### config.mk
export PLATFORM = sky130hd
export DESIGN_NAME = emb_timer_unit
export DESIGN_NICKNAME = d
export VERILOG_FILES = /design/src/rtl/emb_tmr_pkg.sv /design/src/rtl/emb_tick_div.sv /design/src/rtl/emb_pit.sv /design/src/rtl/emb_wdog.sv /design/src/rtl/emb_timer_unit.sv
export SDC_FILE = /design/constraint.sdc
export NUM_CORES = 1
export LEC_CHECK = 0
export BUFFER_PORTS_ARGS = -buffer_cell sky130_fd_sc_hd__buf_4
export CAP_MARGIN = 10
export CORE_ASPECT_RATIO = 2
export CORE_UTILIZATION = 49
export CTS_BUF_LIST = sky130_fd_sc_hd__clkbuf_4
export DETAILED_ROUTE_END_ITERATION = 10
export GPL_TIMING_DRIVEN = 1
export PLACE_DENSITY = 0.81
export SETUP_SLACK_MARGIN = 0.05
export SLEW_MARGIN = 25
export SYNTH_ARGS = -nofsm -noshare
export SYNTH_HDL_FRONTEND = slang
export SYNTH_SLANG_ARGS = --single-unit
### constraint.sdc
create_clock -name clk -period 3 [get_ports clk]
set_clock_uncertainty 0.05 [all_clocks]
set_input_delay 0 -clock clk [delete_from_list [all_inputs] [get_ports clk]]
set_output_delay 0 -clock clk [all_outputs]
set_load 0.02 [all_outputs]
### src/rtl/emb_tmr_pkg.sv
package emb_tmr_pkg;
  localparam int REG_W = 32;

  // control field positions
  localparam int C_WPER_HI = 31;
  localparam int C_WPER_LO = 30;
  localparam int C_WKIND_HI = 29;
  localparam int C_WKIND_LO = 28;
  localparam int C_WIE = 27;
  localparam int C_PEN = 26;
  localparam int C_FPER_HI = 25;
  localparam int C_FPER_LO = 24;
  localparam int C_FIE = 23;
  localparam int C_ARE = 22;

  // status field positions
  localparam int S_WFIRST = 31;
  localparam int S_WSECOND = 30;
  localparam int S_WKIND_HI = 29;
  localparam int S_WKIND_LO = 28;
  localparam int S_PIT = 27;
  localparam int S_FIT = 26;

  localparam logic [REG_W-1:0] CTL_MASK = 32'hFFC0_0000;
  localparam logic [REG_W-1:0] STS_MASK = 32'hFC00_0000;

  typedef enum logic [1:0] {
    RK_NONE = 2'd0,
    RK_CORE = 2'd1,
    RK_CHIP = 2'd2,
    RK_SYS  = 2'd3
  } rst_kind_e;
endpackage

### src/rtl/emb_tick_div.sv
module emb_tick_div #(
  parameter int CNT_W    = 29,
  parameter int FIT_LOG0 = 9,
  parameter int WDT_LOG0 = 17,
  parameter int LOG_STEP = 4
) (
  input  logic       clk,
  input  logic       rst,
  input  logic       tick_i,
  input  logic [1:0] fit_sel_i,
  input  logic [1:0] wdt_sel_i,
  output logic       fit_evt_o,
  output logic       wdt_evt_o
);
  localparam int N_OPT = 4;

  logic [CNT_W-1:0] cnt_q;
  logic [CNT_W-1:0] cnt_n;
  logic [N_OPT-1:0] fit_opt;
  logic [N_OPT-1:0] wdt_opt;

  assign cnt_n = cnt_q + 1'b1;

  // a period ends when the selected counter bit falls on the increment
  for (genvar g = 0; g < N_OPT; g++) begin : g_opt
    localparam int FB = FIT_LOG0 + g * LOG_STEP - 1;
    localparam int WB = WDT_LOG0 + g * LOG_STEP - 1;
    assign fit_opt[g] = cnt_q[FB] & ~cnt_n[FB];
    assign wdt_opt[g] = cnt_q[WB] & ~cnt_n[WB];
  end

  always_ff @(posedge clk) begin
    if (rst) cnt_q <= '0;
    else if (tick_i) cnt_q <= cnt_n;
  end

  assign fit_evt_o = tick_i & fit_opt[fit_sel_i];
  assign wdt_evt_o = tick_i & wdt_opt[wdt_sel_i];
endmodule

### src/rtl/emb_pit.sv
module emb_pit #(
  parameter int PIT_W = 32
) (
  input  logic             clk,
  input  logic             rst,
  input  logic             tick_i,
  input  logic             load_i,
  input  logic [PIT_W-1:0] load_val_i,
  input  logic             ctl_we_i,
  input  logic             en_i,
  input  logic             auto_i,
  input  logic             clr_flag_i,
  input  logic             clr_irq_i,
  output logic             flag_o,
  output logic             irq_o,
  output logic [PIT_W-1:0] cnt_o
);
  logic [PIT_W-1:0] reload_q;
  logic [PIT_W-1:0] cnt_q;
  logic             run_q;
  logic             flag_q;
  logic             irq_q;
  logic             expire;
  logic             reload_ok;

  assign reload_ok = reload_q > PIT_W'(1);
  assign expire = !load_i && !ctl_we_i && run_q && tick_i && (cnt_q <= PIT_W'(1));

  always_ff @(posedge clk) begin
    if (rst) begin
      reload_q <= '0;
      cnt_q    <= '0;
      run_q    <= 1'b0;
    end else if (load_i) begin
      reload_q <= load_val_i;
      cnt_q    <= load_val_i;
      run_q    <= en_i && (load_val_i > PIT_W'(1));
    end else if (ctl_we_i) begin
      if (!en_i) begin
        run_q <= 1'b0;
      end else if (!run_q && reload_ok) begin
        run_q <= 1'b1;
        cnt_q <= reload_q;
      end
    end else if (expire) begin
      if (auto_i) begin
        cnt_q <= reload_q;
      end else begin
        cnt_q <= '0;
        run_q <= 1'b0;
      end
    end else if (run_q && tick_i) begin
      cnt_q <= cnt_q - 1'b1;
    end
  end

  always_ff @(posedge clk) begin
    if (rst) begin
      flag_q <= 1'b0;
      irq_q  <= 1'b0;
    end else begin
      flag_q <= expire ? 1'b1 : (clr_flag_i ? 1'b0 : flag_q);
      irq_q  <= expire ? 1'b1 : (clr_irq_i ? 1'b0 : irq_q);
    end
  end

  assign flag_o = flag_q;
  assign irq_o  = irq_q;
  assign cnt_o  = cnt_q;

  AST_PIT_IRQ_FLAG: assert property (@(posedge clk) disable iff (rst)
    $rose(irq_q) |-> flag_q);
  AST_PIT_HOLD: assert property (@(posedge clk) disable iff (rst)
    (!run_q && !load_i && !ctl_we_i) |=> $stable(cnt_q));
endmodule

### src/rtl/emb_wdog.sv
module emb_wdog
  import emb_tmr_pkg::*;
(
  input  logic       clk,
  input  logic       rst,
  input  logic       step_i,
  input  logic [3:0] clr_i,
  input  logic       irq_en_i,
  input  logic [1:0] kind_i,
  output logic [1:0] state_o,
  output logic [1:0] kind_o,
  output logic       irq_o,
  output logic [1:0] rst_req_o
);
  logic [1:0] st_q, st_c, st_n;
  logic [1:0] kd_q, kd_c, kd_n;
  logic       irq_q, irq_n;
  rst_kind_e  req_q, req_n;

  assign st_c = st_q & ~clr_i[3:2];
  assign kd_c = kd_q & ~clr_i[1:0];

  always_comb begin
    st_n  = st_c;
    kd_n  = kd_c;
    irq_n = clr_i[2] ? 1'b0 : irq_q;
    req_n = RK_NONE;
    if (step_i) begin
      unique case (st_c)
        2'b10: begin
          st_n = 2'b11;
          if (irq_en_i) irq_n = 1'b1;
        end
        2'b11: begin
          kd_n  = kind_i;
          req_n = rst_kind_e'(kind_i);
        end
        default: st_n = st_c | 2'b10;
      endcase
    end
  end

  always_ff @(posedge clk) begin
    if (rst) begin
      st_q  <= 2'b00;
      kd_q  <= 2'b00;
      irq_q <= 1'b0;
      req_q <= RK_NONE;
    end else begin
      st_q  <= st_n;
      kd_q  <= kd_n;
      irq_q <= irq_n;
      req_q <= req_n;
    end
  end

  assign state_o   = st_q;
  assign kind_o    = kd_q;
  assign irq_o     = irq_q;
  assign rst_req_o = req_q;

  AST_WDOG_IRQ_STAGE: assert property (@(posedge clk) disable iff (rst)
    $rose(irq_q) |-> (st_q == 2'b11));
  AST_WDOG_REQ_STAGE: assert property (@(posedge clk) disable iff (rst)
    (req_q != RK_NONE) |-> (st_q == 2'b11));
  AST_WDOG_REQ_KIND: assert property (@(posedge clk) disable iff (rst)
    (req_q != RK_NONE) |-> (kd_q == req_q));
endmodule

### src/rtl/emb_timer_unit.sv
module emb_timer_unit
  import emb_tmr_pkg::*;
#(
  parameter int FIT_LOG0 = 9,
  parameter int WDT_LOG0 = 17,
  parameter int LOG_STEP = 4,
  parameter int PIT_W    = 32
) (
  input  logic        clk,
  input  logic        rst,
  input  logic        tick_i,
  input  logic        ctl_we_i,
  input  logic [31:0] ctl_wdata_i,
  input  logic        sts_we_i,
  input  logic [31:0] sts_wdata_i,
  input  logic        pit_we_i,
  input  logic [31:0] pit_wdata_i,
  output logic [31:0] pit_count_o,
  output logic [31:0] status_o,
  output logic        fit_irq_o,
  output logic        pit_irq_o,
  output logic        wdt_irq_o,
  output logic [1:0]  rst_req_o
);
  localparam int FIT_TOP = FIT_LOG0 + 3 * LOG_STEP;
  localparam int WDT_TOP = WDT_LOG0 + 3 * LOG_STEP;
  localparam int CNT_W   = (FIT_TOP > WDT_TOP) ? FIT_TOP : WDT_TOP;

  logic [REG_W-1:0] ctl_q, ctl_n, clr;
  logic             fit_evt, wdt_evt;
  logic             fit_flag_q, fit_irq_q;
  logic             pit_flag;
  logic [PIT_W-1:0] pit_cnt;
  logic [1:0]       wd_state, wd_kind;

  assign ctl_n = ctl_we_i ? (ctl_wdata_i & CTL_MASK) : ctl_q;
  assign clr   = sts_we_i ? (sts_wdata_i & STS_MASK) : '0;

  always_ff @(posedge clk) begin
    if (rst) ctl_q <= '0;
    else     ctl_q <= ctl_n;
  end

  emb_tick_div #(
    .CNT_W(CNT_W), .FIT_LOG0(FIT_LOG0), .WDT_LOG0(WDT_LOG0), .LOG_STEP(LOG_STEP)
  ) u_div (
    .clk(clk), .rst(rst), .tick_i(tick_i),
    .fit_sel_i(ctl_q[C_FPER_HI:C_FPER_LO]),
    .wdt_sel_i(ctl_q[C_WPER_HI:C_WPER_LO]),
    .fit_evt_o(fit_evt), .wdt_evt_o(wdt_evt)
  );

  always_ff @(posedge clk) begin
    if (rst) begin
      fit_flag_q <= 1'b0;
      fit_irq_q  <= 1'b0;
    end else begin
      fit_flag_q <= fit_evt ? 1'b1 : (clr[S_FIT] ? 1'b0 : fit_flag_q);
      fit_irq_q  <= (fit_evt && ctl_n[C_FIE]) ? 1'b1 : (clr[S_FIT] ? 1'b0 : fit_irq_q);
    end
  end

  emb_pit #(.PIT_W(PIT_W)) u_pit (
    .clk(clk), .rst(rst), .tick_i(tick_i),
    .load_i(pit_we_i), .load_val_i(pit_wdata_i[PIT_W-1:0]),
    .ctl_we_i(ctl_we_i), .en_i(ctl_n[C_PEN]), .auto_i(ctl_n[C_ARE]),
    .clr_flag_i(clr[S_PIT]), .clr_irq_i(clr[S_PIT] | clr[S_WFIRST]),
    .flag_o(pit_flag), .irq_o(pit_irq_o), .cnt_o(pit_cnt)
  );

  emb_wdog u_wdog (
    .clk(clk), .rst(rst),
    .step_i(wdt_evt | ctl_we_i),
    .clr_i(clr[S_WFIRST:S_WKIND_LO]),
    .irq_en_i(ctl_n[C_WIE]),
    .kind_i(ctl_n[C_WKIND_HI:C_WKIND_LO]),
    .state_o(wd_state), .kind_o(wd_kind),
    .irq_o(wdt_irq_o), .rst_req_o(rst_req_o)
  );

  assign status_o    = {wd_state, wd_kind, pit_flag, fit_flag_q, 26'd0};
  assign fit_irq_o   = fit_irq_q;
  assign pit_count_o = REG_W'(pit_cnt);

  AST_FIT_ON_TICK: assert property (@(posedge clk) disable iff (rst)
    $rose(fit_flag_q) |-> $past(tick_i));
  AST_FIT_IRQ_FLAG: assert property (@(posedge clk) disable iff (rst)
    fit_irq_q |-> fit_flag_q);
endmodule

# [Word level (Yosys, flattened, before mapping)]
# Cells that the tools add are included.
[classes] n_addsub=2 muxes=34 eq_ne=6 n_bitwise=22 reduce_logical=20 magnitude_cmp=5
[op_table] cell="two-way mux 32 bit" n=8
[op_table] cell="greater-than comparator 32 x 1 -> 1 bit (second input constant)" n=2
[op_table] cell="<= comparator 32 x 1 -> 1 bit (second input constant)" n=1
[op_table] cell="subtractor 32 x 1 -> 32 bit (second input constant)" n=1
[op_table] cell="two-way mux 30 bit" n=1
[op_table] cell="adder 29 x 1 -> 29 bit (second input constant)" n=1
[op_table] cell="two-way mux 1 bit" n=19
[op_table] cell="AND 1 bit" n=8
[op_table] cell="logical AND 1 bit" n=8
[op_table] cell="NOT 1 bit" n=8
[op_table] cell="nonzero test 2 bit" n=4
[op_table] cell="< comparator 2 x 3 -> 1 bit (second input constant)" n=2
[op_table] cell="two-way mux 2 bit" n=3
[op_table] cell="!= test 3 x 1 -> 1 bit (second input constant)" n=2
[op_table] cell="AND reduction 3 bit" n=2
[op_table] cell="AND 2 bit" n=2
[op_table] cell="binary-select mux 1 bit (select 2 bit)" n=2
[op_table] cell="== test 2 bit (second input constant)" n=2
[op_table] cell="!= test 4 x 3 -> 1 bit (second input constant)" n=1
[op_table] cell="NOT 2 bit" n=2
[op_table] cell="one-hot mux 2 bit (2 select lines)" n=1
[op_table] cell="nonzero test 4 bit" n=1
[op_table] cell="zero test 1 bit" n=3
[op_table] cell="!= test 3 bit (second input constant)" n=1
[op_table] cell="other kinds (3)" n=4
[word_totals] output_inout_bits=69 regBits=115 wordCells=103 input_bits=102

# [Longest topological paths before layout]
# Gate-level depths: netlist (run 1).
[depth] depth_word=9 ltp_mapped=13 depth_no_buf=13

# [Cells and area by module]
# Synthesis (run 1) repeated with hierarchy kept, for this count alone.
[unflattened] hier_cells=762 area_unflattened_um2=6552.5
[by_module_without_submodules] module="emb_pit" cells_each=492 area_per_inst_um2=3981.3 n_inst=1 seq_area_each_um2=1341.3
[by_module_without_submodules] module="emb_tick_div" cells_each=165 area_per_inst_um2=1539.0 n_inst=1 seq_area_each_um2=580.6
[by_module_without_submodules] module="emb_timer_unit" cells_each=76 area_per_inst_um2=763.2 n_inst=1 seq_area_each_um2=240.2
[by_module_without_submodules] module="emb_wdog" cells_each=29 area_per_inst_um2=269.0 n_inst=1 seq_area_each_um2=140.1

# [Least setup slack after synthesis (run 1)]
# OpenSTA, ideal clock, no wires.
[synth_timing] path_type="register -> register" from="reg u_div.cnt_q[3]" to="reg u_wdog.kd_q[0] (netlist: u_wdog.kind_o[0])" period_less_slack_ps=3061 path_slack_ps=-61 path_buffers=0 stages_incl_launch_ff=14 arrival_ps=2895 path_cell_list="dfxtp_1 -> and4_1 -> and4_1 -> and2_1 -> nand2_1 -> or3b_2 -> nor3_1 -> ha_1 -> mux4_2 -> a21oi_1 -> or2_2 -> nor2_1 -> nor2_1 -> a31o_2"
[synth_via] elab_chain_len=8
[synth_lines] element="from (decl)" line="emb_tick_div.sv:17" rtl="logic [CNT_W-1:0] cnt_q;"
[synth_lines] element="from (signal assigned)" line="emb_tick_div.sv:34" rtl="else if (tick_i) cnt_q <= cnt_n;"
[synth_lines] element="adder 29 x 1 -> 29 bit (*)" line="emb_tick_div.sv:22" rtl="assign cnt_n = cnt_q + 1'b1;"
[synth_lines] element="NOT 1 bit" line="emb_tick_div.sv:29" rtl="assign wdt_opt[g] = cnt_q[WB] & ~cnt_n[WB];"
[synth_lines] element="AND 1 bit" line="emb_tick_div.sv:29"
[synth_lines] element="binary-select mux 1 bit (select 2 bit) (*)" line="emb_tick_div.sv:38" rtl="assign wdt_evt_o = tick_i & wdt_opt[wdt_sel_i];"
[synth_lines] element="two-way mux 1 bit (not written as such) (*)" line="emb_tick_div.sv:38"
[synth_lines] element="AND 1 bit (*)" line="emb_tick_div.sv:38"
[synth_lines] element="bitwise OR 1 bit (*)" line="emb_timer_unit.sv:73" rtl=".step_i(wdt_evt | ctl_we_i),"
[synth_lines] element="two-way mux 2 bit (*)" line="emb_wdog.sv:28" rtl="if (step_i) begin"
[synth_lines] element="to (signal assigned)" line="emb_wdog.sv:51" rtl="kd_q <= kd_n;"
[synth_lines] element="to (decl)" line="emb_wdog.sv:16" rtl="logic [1:0] kd_q, kd_c, kd_n;"
# Mark *: on every way between the ends. The rest lies on a longest branch, timed or not. The select of a mux whose other input is x is not followed.
# A chain may end at the register's enable or synchronous reset.

# [Final worst setup path (run 1)]
[layout_timing] from="reg u_div.cnt_q[5]" to="reg u_wdog.kd_q[0] (netlist: u_wdog.kind_o[0])"
# Same word-level chain as after synthesis.

==> results of run 1 <==
[metrics by stage]
step,setup slack (ns),area (um2)
4_1_cts,0.0531,8350
6_report,-0.0287,8410
3_5_place_dp,-0.135,7030
2_1_floorplan,0.0748,6240
5_1_grt,-0.0981,8410
3_3_place_gp,-0.0203,7030
[logic make-up (layout without fill, tap and decap cells)]
family / after synthesis / in the layout / synth area share [%]
AOI/OAI and AO/OA: 118 / 118 / 14.2
xor gates and xnor gates: 41 / 41 / 5.85
adders and majority gates: 9 / 9 / 1.83
buffers and inverters: 86 / 270 / 7.24
DFF: 115 / 115 / 37.5
muxes: 55 / 55 / 9.40
other: 1 / 27 / 0.0611
and+or+nand+nor: 297 / 297 / 23.9
[layout make-up]
| type | instances | area share [%] |
|---|---|---|
| well taps | 147 | 2.19 |
| inverters | 10 | 0.446 |
| flip-flops and latches | 115 | 27.4 |
| diodes | 1 | 0.0298 |
| repair buffers | 228 | 23.3 |
| clock inverters | 15 | 2.63 |
| clock buffers | 17 | 1.52 |
| multi-input cells | 546 | 42.4 |
[flip-flops by register name, summed over array words and instances (netlist names)]
name	cells
ctl_q	10
fit_flag_q	1
fit_irq_o	1
u_div.cnt_q	29
u_pit.cnt_o	32
u_pit.flag_o	1
u_pit.irq_o	1
u_pit.reload_q	32
u_pit.run_q	1
u_wdog.irq_o	1
u_wdog.kind_o	2
u_wdog.rst_req_o	2
u_wdog.state_o	2
[worst paths after layout]
| check | end | start |
|---|---|---|
| worst max-delay path | u_wdog.kind_o[0]$_SDFF_PP0_ | u_div.cnt_q[5]$_SDFFE_PP0P_ |
| worst min-delay path | u_wdog.state_o[1]$_SDFF_PP0_ | ctl_we_i |
| worst max register to register | u_wdog.kind_o[0]$_SDFF_PP0_ | u_div.cnt_q[5]$_SDFFE_PP0P_ |
| worst min register to register | u_div.cnt_q[6]$_SDFFE_PP0P_ | u_div.cnt_q[6]$_SDFFE_PP0P_ |
[critical path: cells and delay by family, from the launching register on]
family / cells / cell delay (ns)
AO/OA/AOI/OAI: 2 / 0.35
adder cells (fa/ha/maj): 1 / 0.21
flip-flops: 1 / 0.37
multiplexers: 1 / 0.25
AND/OR/NAND/NOR: 9 / 1.73
[layer usage]
metal  vias to the layer above  GRT usage (%)  routed length [um]
met5                         -              0                   0
met4                         0           25.2                1740
met3                       140           8.57                1480
met2                       426           59.1               11100
met1                      3164           33.0                7140
li1                       3007              -                   -
[power groups by stage]
stage	Sequential, W	Combinational (W)	Clock (W)
2_1_floorplan	0.00176	0.000460	0
3_3_place_gp	0.00172	0.000755	0
3_5_place_dp	0.00173	0.000766	0
4_1_cts	0.00169	0.000878	0.00140
5_1_grt	0.00171	0.000968	0.00147
6_report	0.00170	0.000913	0.00140
[layout by cell type, fill, tap and decap left out, drive strengths merged, types with 21 or more instances in the layout]
cell	n
dlygate4sd3	95
conb	26
buf	133
nor4	27
nand2	46
nand3	21
nor3	30
xor2	23
nor2	114
mux2i	52
dfxtp	115
a21oi	27
[repair_timing]
| action | CTS | global route |
|---|---|---|
| pin swaps | 1 | 13 |
| hold endpoints to repair | 97 | 0 |
| hold buffers | 95 | 0 |
| setup buffers | 0 | 1 |
| cloned | 0 | 0 |
| resized for setup | 6 | 15 |
| setup endpoints to repair | 5 | 16 |
==> results.txt, run 1 <==
* Filler-free cell count of the finished design: 1079
* Final count of hold timing violations: 0
* Pin count of the biggest net entering global routing: 46
- Worst R2R Path Depth: 13
* Number of DRC markers in iteration 0: between 600 and 700
- Synth-to-layout area growth: 37.0%
- Count of buffers inserted at the top-level ports: 96
- Worst-path cell chain: and4_4 > and4_4 > and2_4 > nand2_2 > or3b_4 > nor3_4 > ha_2 > mux4_2 > a21oi_2 > or2_4 > nor2_4 > nor2_2 > a31o_2
- Placed wire-length estimate: ~13000 um
* Capturing element type of the critical path: flip-flop
* Worst hold margin: roughly 0.06 ns
- First-pass GRT wire length: between 30000 and 40000 um
* Vertical extent of the die: ~160 um
* Number of detailed-routing iterations run before antenna repair: 7
- After detailed routing, the number of vias per cell comes to about 6.2.
- Sequential cells burn 42.4% of the power.
* Number of buffers inserted during clock tree synthesis: 17
* Int Pwr: 0.00271 W
* Sequential cell area fraction in the yosys report: 37.5%
- Max-cap violations in this run came to 0.
- Starting utilization of the core area: between 50% and 60%
- Counting flops with an async set or reset pin after synthesis yields a share of 0%.
- Routability-driven placement finished with a final weighted congestion of just over 0.9.
- CTS Sinks: between 100 and 150
- Maximum clock frequency: about 330 MHz
- Summing every instance area after synthesis gives approximately 6000 um2.
- The path class of the tightest hold or removal check is input pin to flip-flop.
- Switching pwr: ~0.0013 W
- For the worst setup path, the data required time is around 3.4 ns.
* Power density normalized to cell area: about 480 nW/um2
- In the synthesized netlist the dominant register cell turns out to be sky130_fd_sc_hd__dfxtp_1.
- Setup violations remaining at the end of the flow were counted as 2.
* Worst slew margin relative to its limit: approximately 33%
- Category of the critical setup timing path: flip-flop to flip-flop
- Dividing the detail-routed wire length by the instance count gives just under 20 um.
- Global routing consumed, over all layers together, ~34% of the routing resources.
- Count of yosys warnings during synthesis: 0
- Number of stages on the worst hold path: 4
- Of the total power, combinational logic draws around 23%.
- The flow ran to the end, but the final reports show violations.
- Final Net Count: between 1000 and 1500
* Count of state elements after synthesis: approximately 120
- After synthesis, the largest area contributor takes up 37.5% of total cell area.
- Number of top-level design ports: between 150 and 200
* Final Slew Violations: 0
- Summing all multi-input logic gate instances after layout gives ~3600 um2.
- After technology mapping, the gate count stands at 722.
- Worst reg-to-reg setup slack: -0.03 ns
- In the final layout, flip-flops and latches occupy 2310 um2.
- Yosys mapped a number of flops with a built-in enable equal to 0.
- Critical path's most frequent cell: sky130_fd_sc_hd__and4_4
- Clock-pin slew on the worst setup and hold paths: 0.13 ns
* Count of nets left with antenna violations after detail routing: 0
- The worst-case IR drop observed on VDD is about 0.00045 V.
- Fraction of layout cells with a size suffix above 1: 21.6%
* CTS tree: yes
- The die covers approximately 13000 um2.
- The layout has between 900 and 1000 filler cells.
- Via count of the first global-routing pass: 6605
- Cells fill just under 70% of the core in the end.
- By count the netlist is led by sky130_fd_sc_hd__dfxtp_1 (115), sky130_fd_sc_hd__nor2_1 (114), sky130_fd_sc_hd__mux2i_1 (52), sky130_fd_sc_hd__nand2_1 (46), sky130_fd_sc_hd__clkbuf_1 (38).
- In the final timing run, aggregate negative setup slack is -0.0326 ns.
- GRT overflow: 0
* Final Power: 0.00401 W
* Via count of the routed design: about 6700
- Once placement completed, the tool counted placed cells totaling 950.
- Slowest stage cell, crit path: sky130_fd_sc_hd__or3b_4
- The clock passes through at most 2 buffers.
- Sorting the synthesized cells by area gives the leading types as sky130_fd_sc_hd__dfxtp_1 (38%), sky130_fd_sc_hd__mux2i_1 (8.5%), sky130_fd_sc_hd__nor2_1 (7.0%).
* Largest area contributor in the synthesized netlist: sky130_fd_sc_hd__dfxtp_1
- The floorplan step defined a core boundary enclosing roughly 12000 um2.
* Worst-path maximum fanout: 5
- After floorplanning, the core was divided into 57 placement rows.
- The number of different library cells used by synthesis comes to 60.
- Total wirelength of the detailed-routed design: between 20000 and 25000 um
* Critical path launch point type: flip-flop
- Setup repair after global routing could not meet its margin everywhere.
* Mean cell area of the mapped netlist: 8.50 um2
- Violations in the final reports: negative setup slack
- At the pin with the least slew margin, the transition time is between 0.9 and 1 ns.
- In this run switching power makes up 32.5% of total power.
- Clock period minus worst slack: approximately 3.0 ns
* Clock tree root driver cell: sky130_fd_sc_hd__clkbuf_4
- Number of H-tree branching levels: 4
- Cell with the most instances after synthesis: sky130_fd_sc_hd__dfxtp_1
- Die extent in x: ~80 um
- Crit-path max cell delay: about 0.43 ns
- Dividing the final minimum period by the clock period gives 101%.
- Drc violations: 0
- Initial antenna violation count: 1
- Insertion delay of the later-clocked pin in the worst-skew pair: about 0.57 ns
- Data arrival time of the critical path: 3.46 ns
- Worst-case setup margin in the final layout: -0.0287 ns
- Clock network fraction of total power: a little over a third
* Standby leakage power: around 3.5 nW
Note: power is estimated with default switching activity, not from simulation.
==> run 2, diff against run 1 <==
Settings changed: BUFFER_PORTS_ARGS -buffer_cell sky130_fd_sc_hd__buf_4 to unset, CORE_UTILIZATION 49 to 55, DONT_BUFFER_PORTS set to 1, HOLD_SLACK_MARGIN set to 0.02, PLACE_DENSITY 0.81 to unset, PLACE_DENSITY_LB_ADDON set to 0.15.
==> results.txt, run 2 (synthesis gave the netlist of run 1 again) <==
- The run finished, with violations left.
- The checks that failed: design-rule violations, negative hold slack.
* Via count of the routed design: about 6300
* Maximum clock frequency: between 300 and 400 MHz
- Met2 Track Usage GR: a little over three fifths
* Startpoint of the lowest-slack hold path: ctl_we_i
- The first global-routing pass estimated approximately 31000 um of wire.
* Total die area: 11600 um2
- For this run, the detailed router's first-pass iteration total came to 11.
* Maxcap violations: 0
* Endpoint required time on the critical path: ~3.4 ns
* Number of top-level design ports: around 170
- At the later pin of the worst-skew pair, clock insertion delay measures approximately 0.53 ns.
- Entering global routing, the biggest net connects roughly 120 pins.
* Post-route cell area: 7760 um2
* Last weighted congestion value of the routability-driven placer: 0.943
- At the worst endpoint, the arrival time is approximately 3.4 ns.
- The tightest min-delay check is of the input pin to flip-flop type.
- Clock tree root driver cell: sky130_fd_sc_hd__clkbuf_4
- Counting every sink on the clock net gives around 120.
* Filler-free cell count of the finished design: slightly below 1000
* Category of the critical setup timing path: flip-flop to flip-flop
- At the end of the flow, the number of nets in the layout was between 900 and 1000.
* Most frequent cells in the layout: sky130_fd_sc_hd__nor2_1 (111), sky130_fd_sc_hd__dfxtp_1 (111), sky130_fd_sc_hd__dlygate4sd3_1 (102)
- For met3 alone, demand over resource in global routing was between 10% and 20%.
- Placed inst area: 6330 um2
- Worst-path maximum fanout: 5
- Once the floorplan was initialized, standard cells occupied between 50% and 60% of the core.
- Global routing used about a third of the available tracks across all layers.
- Startpoint of the worst-slack reg-to-reg timing path: u_div.cnt_q[6]$_SDFFE_PP0P_
* GR Layer Usage met1: around a third
- Vertical extent of the die: 151 um
* # setup viols final: 0
- Drc violations: 2
* CTS tree: yes
* Maximum number of buffers from clock root to sink: 2
- Slew of the pin with the lowest slew margin: between 0.9 and 1 ns
- Via count of the first global-routing pass: roughly 6300
* Total wirelength of the detailed-routed design: 20000 um
* Initial antenna violation count: 2
- Placed wire-length estimate: ~13000 um
- For this design the static power due to leakage is between 3 and 4 nW.
* Final count of hold timing violations: 11
- The worst-case IR drop observed on VDD is between 0.0003 and 0.0004 V.
- From synthesis to final layout, the design area changed by 26.5%.
- Final hold analysis gives a worst-case slack of -0.365 ns.
- Critical path launch point type: flip-flop
* Die extent in x: ~77 um
- Clock-pin slew on the worst setup and hold paths: between 0.1 and 0.15 ns
- Number of H-tree branching levels: 4
* Drt wl/cell: between 20 and 25 um
- Fill cells in the final layout number just under 900.
- The detailed router finished its first iteration with 644 violations.
- The count of pins over their slew limit came to 0.
- Placed Instances: 851
* GRT overflow: 0
- Flip-flop and latch area: 2310 um2
- GRT Max-Usage Layer: met2
- The worst path uses ~100% of the clock period.
* Worst slew margin relative to its limit: approximately 36%
- Clock period minus worst slack: approximately 3 ns
* Count of buffers inserted at the top-level ports: 0
* Total core area: 10900 um2
* Setup repair after global routing missed its margin: true
- The worst setup path is captured at a flip-flop.
- The floorplan has 54 rows.
- Power spread over the standard cell area amounts to 466 nW/um2.
- In the final layout, the share of cells above drive strength 1 is 12.7%.
- Count of nets left with antenna violations after detail routing: 0
- The critical path starts at u_div.cnt_q[6]$_SDFFE_PP0P_.
- Number of buffers inserted during clock tree synthesis: 17
- Summing all multi-input logic gate instances after layout gives about 3500 um2.
* Ratio of routed vias to standard cells: between 6 and 7
run 2: cell types whose count changed in the layout (fill, tap and decap cells not counted), sizes merged:
cell,before,now
bufinv,4,2
clkbuf,17,18
buf,133,45
clkinvlp,0,4
diode,1,3
dlygate4sd3,95,102
inv,14,10
clkinv,7,8
run 2: what timing repair did:
action | 4_1_cts | 5_1_grt
buffers inserted | 0 | 3
resized for setup | 11 | 6
pin swaps | 3 | 6
endpoints found under the hold margin | 115 | 14
endpoints found under the setup margin | 5 | 16
hold buffers | 106 | 1
run 2: per-layer routing:
metal  up-vias  wire length (um)
li1       2843                 -
met1      2950              6670
met2       368             10500
met3       105              1420
met4         0              1350
met5         -                 0
run 2: worst paths after layout:
kind,slack [ns],depth (start not counted),to
min reg2reg,0.45,2,u_div.cnt_q[25]$_SDFFE_PP0P_
max,0.008,13,u_wdog.kind_o[1]$_SDFF_PP0_
min,-0.37,2,u_wdog.state_o[1]$_SDFF_PP0_
max reg2reg,0.008,13,u_wdog.kind_o[1]$_SDFF_PP0_
run 2: per-stage QoR:
| stage | TNS [ns] | utilization [%] | power, W | setup slack [ns] |
|---|---|---|---|---|
| detailed placement | -0.474 | 58.2 | 0.00233 | -0.189 |
| global route | -0.147 | 71.3 | 0.00377 | -0.0796 |
| finish | 0 | 71.3 | 0.00362 | 0.00844 |
| floorplan | 0 | - | 0.00222 | 0.0748 |
| CTS | 0 | 71.1 | 0.00361 | 0.0505 |
| global placement | 0 | 58.2 | 0.00231 | 0.00513 |
run 2: cell type report:
type / instances / share of cell area, %
diodes: 3 / 0.0967
clock buffers: 18 / 1.74
clock inverters: 14 / 1.79
inverters: 10 / 0.484
multi-input cells: 546 / 45.7
flip-flops and latches: 115 / 29.7
well taps: 140 / 2.26
repair buffers: 147 / 18.2
run 2: critical path, cell delays in order, from the launching register on:
cell	delay, ns
sky130_fd_sc_hd__dfxtp_2	0.35
sky130_fd_sc_hd__and4_4	0.25
sky130_fd_sc_hd__and4_1	0.21
sky130_fd_sc_hd__and2_4	0.16
sky130_fd_sc_hd__nand2_1	0.07
sky130_fd_sc_hd__or3b_4	0.44
sky130_fd_sc_hd__nor2_2	0.12
sky130_fd_sc_hd__ha_2	0.19
sky130_fd_sc_hd__mux4_2	0.25
sky130_fd_sc_hd__a21oi_2	0.08
sky130_fd_sc_hd__or2_4	0.27
sky130_fd_sc_hd__nor2_2	0.13
sky130_fd_sc_hd__nor2_1	0.08
sky130_fd_sc_hd__a31o_2	0.26
run 2: report_power, final:
group / switching [W] / total (W) / leakage (nW) / internal [W]
clock network: 0.000621 / 0.00112 / 0.139 / 0.000497
registers: 0.000108 / 0.00171 / 0.945 / 0.00160
logic: 0.000444 / 0.000789 / 1.93 / 0.000345
==> run 3, diff against run 2 <==
Settings changed: SETUP_SLACK_MARGIN 0.05 to 0.1.
==> results.txt, run 3 (synthesis gave the netlist of run 1 again) <==
- Counting the buffers created by CTS gives 17.
- Worst hold margin: -0.299 ns
- Int Pwr: about 0.0025 W
* CTS Sinks: 115
- The worst setup path is of the flip-flop to flip-flop kind.
* Max VDD drop: between 0.0003 and 0.0004 V
* Ratio of routed vias to standard cells: 6.40
* Synth-to-layout area growth: 30.8%
- Count of buffers inserted at the top-level ports: 0
- Worst slew margin relative to its limit: a little under a third
- Total wirelength of the detailed-routed design: approximately 21000 um
- Clock-pin slew on the worst setup and hold paths: about 0.11 ns
- Met1 WL: 7110 um
- Global routing used about 37% of the available tracks across all layers.
* Total die area: ~12000 um2
* Drt wl/cell: 21.1 um
- Number of detailed-routing iterations run before antenna repair: 8
- For this design the total switching power over the nets is ~0.0012 W.
- Worst-case setup margin in the final layout: -0.0448 ns
- Metal3 WL: approximately 1500 um
- Via count of the first global-routing pass: 6526
- The longest clock path from root to sink contains 2 buffers.
* Maximum clock frequency: ~330 MHz
- Summing over every cut layer, the via total after detailed routing is 6490.
* Clock tree root driver cell: sky130_fd_sc_hd__clkbuf_4
- Fraction of layout cells with a size suffix above 1: a little over an eighth
* Worst Hold Class: input pin to flip-flop
* Power density normalized to cell area: around 460 nW/um2
- Detailed routing placed a total of about 11000 um of wire on met2.
- Leaving out fill and tap cells, the most frequent cell in the layout is sky130_fd_sc_hd__dlygate4sd3_1.
* Violations in the final reports: negative hold slack, negative setup slack
- TritonCTS built the clock tree.
- Sequential cells account for between 40% and 50% of the total power.
* Setup repair after global routing missed its margin: true
- Final Slew Violations: 0
- Total core area: 10900 um2
- STA classifies the critical path startpoint as a flip-flop.
* Worst-path maximum fanout: 5
- Setup violations remaining at the end of the flow were counted as 2.
* Slew of the pin with the lowest slew margin: around 1.0 ns
* Die extent in x: ~77 um
* Most frequent cells in the layout: sky130_fd_sc_hd__dlygate4sd3_1 (122), sky130_fd_sc_hd__dfxtp_1 (111), sky130_fd_sc_hd__nor2_1 (110)
* Top layer in use: met4
* Standby leakage power: approximately 3.2 nW
- In this run, the combinational gates consume 21.8% of the power.
* Insertion delay of the later-clocked pin in the worst-skew pair: 0.55 ns
- The first global-routing pass estimated approximately 33000 um of wire.
- Once the floorplan was initialized, standard cells occupied a little under three fifths of the core.
- Number of DRC markers in iteration 0: 659
- For the finished layout, the period the worst path requires is slightly above 3 ns.
- Clock network fraction of total power: approximately a third
- Measured along the y axis, the die boundary spans 151 um.
- The net count of the finished layout is just under 1000.
- Final worst-path cycle share: 101%
* Minimum setup slack after placement: -0.0567 ns
- Worst reg-to-reg setup slack: -0.04 ns
- After detailed routing, the number of remaining DRC violations is 0.
- Placed wire-length estimate: ~13000 um
* Data arrival time of the critical path: between 3 and 4 ns
* Endpoint required time on the critical path: 3.40 ns
- The detail route stage leaves a number of antenna-violating nets equal to 0.
- Hold repair after CTS inserted around 130 buffers.
- Number of top-level design ports: between 150 and 200
- Net Sw Frac: approximately a third
- Row count: 54
- Initial antenna violation count: 1
- The tool flagged a number of max-cap violations equal to 0.
- Outcome: finished with violations
- Final count of hold timing violations: 10
* Pin count of the biggest net entering global routing: 94
- Global routing finished with a remaining overflow of 0.
* Capturing element type of the critical path: flip-flop
- Last weighted congestion value of the routability-driven placer: 0.915
* Number of H-tree branching levels: 4
==> run 3: worst paths after layout <==
kind | endpoint | depth (start not counted) | start
worst max-delay path | u_wdog.kind_o[0]$_SDFF_PP0_ | 13 | u_div.cnt_q[3]$_SDFFE_PP0P_
worst min-delay path | u_pit.cnt_o[12]$_SDFFE_PP0P_ | 3 | ctl_we_i
worst max register to register | u_wdog.kind_o[0]$_SDFF_PP0_ | 13 | u_div.cnt_q[3]$_SDFFE_PP0P_
worst min register to register | u_div.cnt_q[6]$_SDFFE_PP0P_ | 2 | u_div.cnt_q[6]$_SDFFE_PP0P_
==> run 3: what timing repair did <==
action                                  4_1_cts  5_1_grt
buffers inserted                              0        3
endpoints found under the setup margin        6       25
hold endpoints to repair                    115       11
pin swaps                                     3        7
resized for setup                             9       19
==> run 3: worst max-delay path, stage by stage, from the launching register on <==
cell and delay (ns):
sky130_fd_sc_hd__dfxtp_2 0.35, sky130_fd_sc_hd__and4_4 0.25, sky130_fd_sc_hd__and4_4 0.22, sky130_fd_sc_hd__and2_4 0.15
sky130_fd_sc_hd__nand2_1 0.06, sky130_fd_sc_hd__or3b_4 0.47, sky130_fd_sc_hd__nor3_2 0.14, sky130_fd_sc_hd__ha_1 0.16
sky130_fd_sc_hd__mux4_2 0.23, sky130_fd_sc_hd__a21oi_2 0.09, sky130_fd_sc_hd__or2_4 0.31, sky130_fd_sc_hd__nor2_2 0.13
sky130_fd_sc_hd__nor2_1 0.07, sky130_fd_sc_hd__a31o_2 0.25
==> run 3: power groups by stage <==
stage | clock (W) | sequential, W | combinational (W)
floorplan | 0 | 0.00176 | 0.000460
global placement | 0 | 0.00174 | 0.000571
detailed placement | 0 | 0.00174 | 0.000581
CTS | 0.00113 | 0.00171 | 0.000769
global route | 0.00122 | 0.00172 | 0.000858
finish | 0.00115 | 0.00171 | 0.000801
==> run 3: per-layer routing <==
metal	track usage [%]	vias to the layer above
li1	-	2885
met1	34.6	3118
met2	67.7	373
met3	9.16	114
met4	29.3	0
met5	0	-
==> run 3: cell type report <==
class	count	area, um2
multi-input combinational	546	3600
fill	792	2850
sequential	115	2310
timing repair buffer	170	1640
tap	140	175
clock inverter	14	138
clock buffer	18	135
inverter	10	37.5
antenna	1	2.50
==> run 3: stage by stage <==
step	cell area, um2	instances	TNS (ns)	utilization [%]	total power, W
after CTS	7930	1010	0	72.9	0.00361
after floorplan	6250	747	0	-	0.00222
after global placement	6330	851	0	58.2	0.00231
final	8030	1014	-0.0872	73.8	0.00366
after global routing	8030	1014	-0.244	73.8	0.00380
after detailed placement	6330	851	-0.111	58.2	0.00232
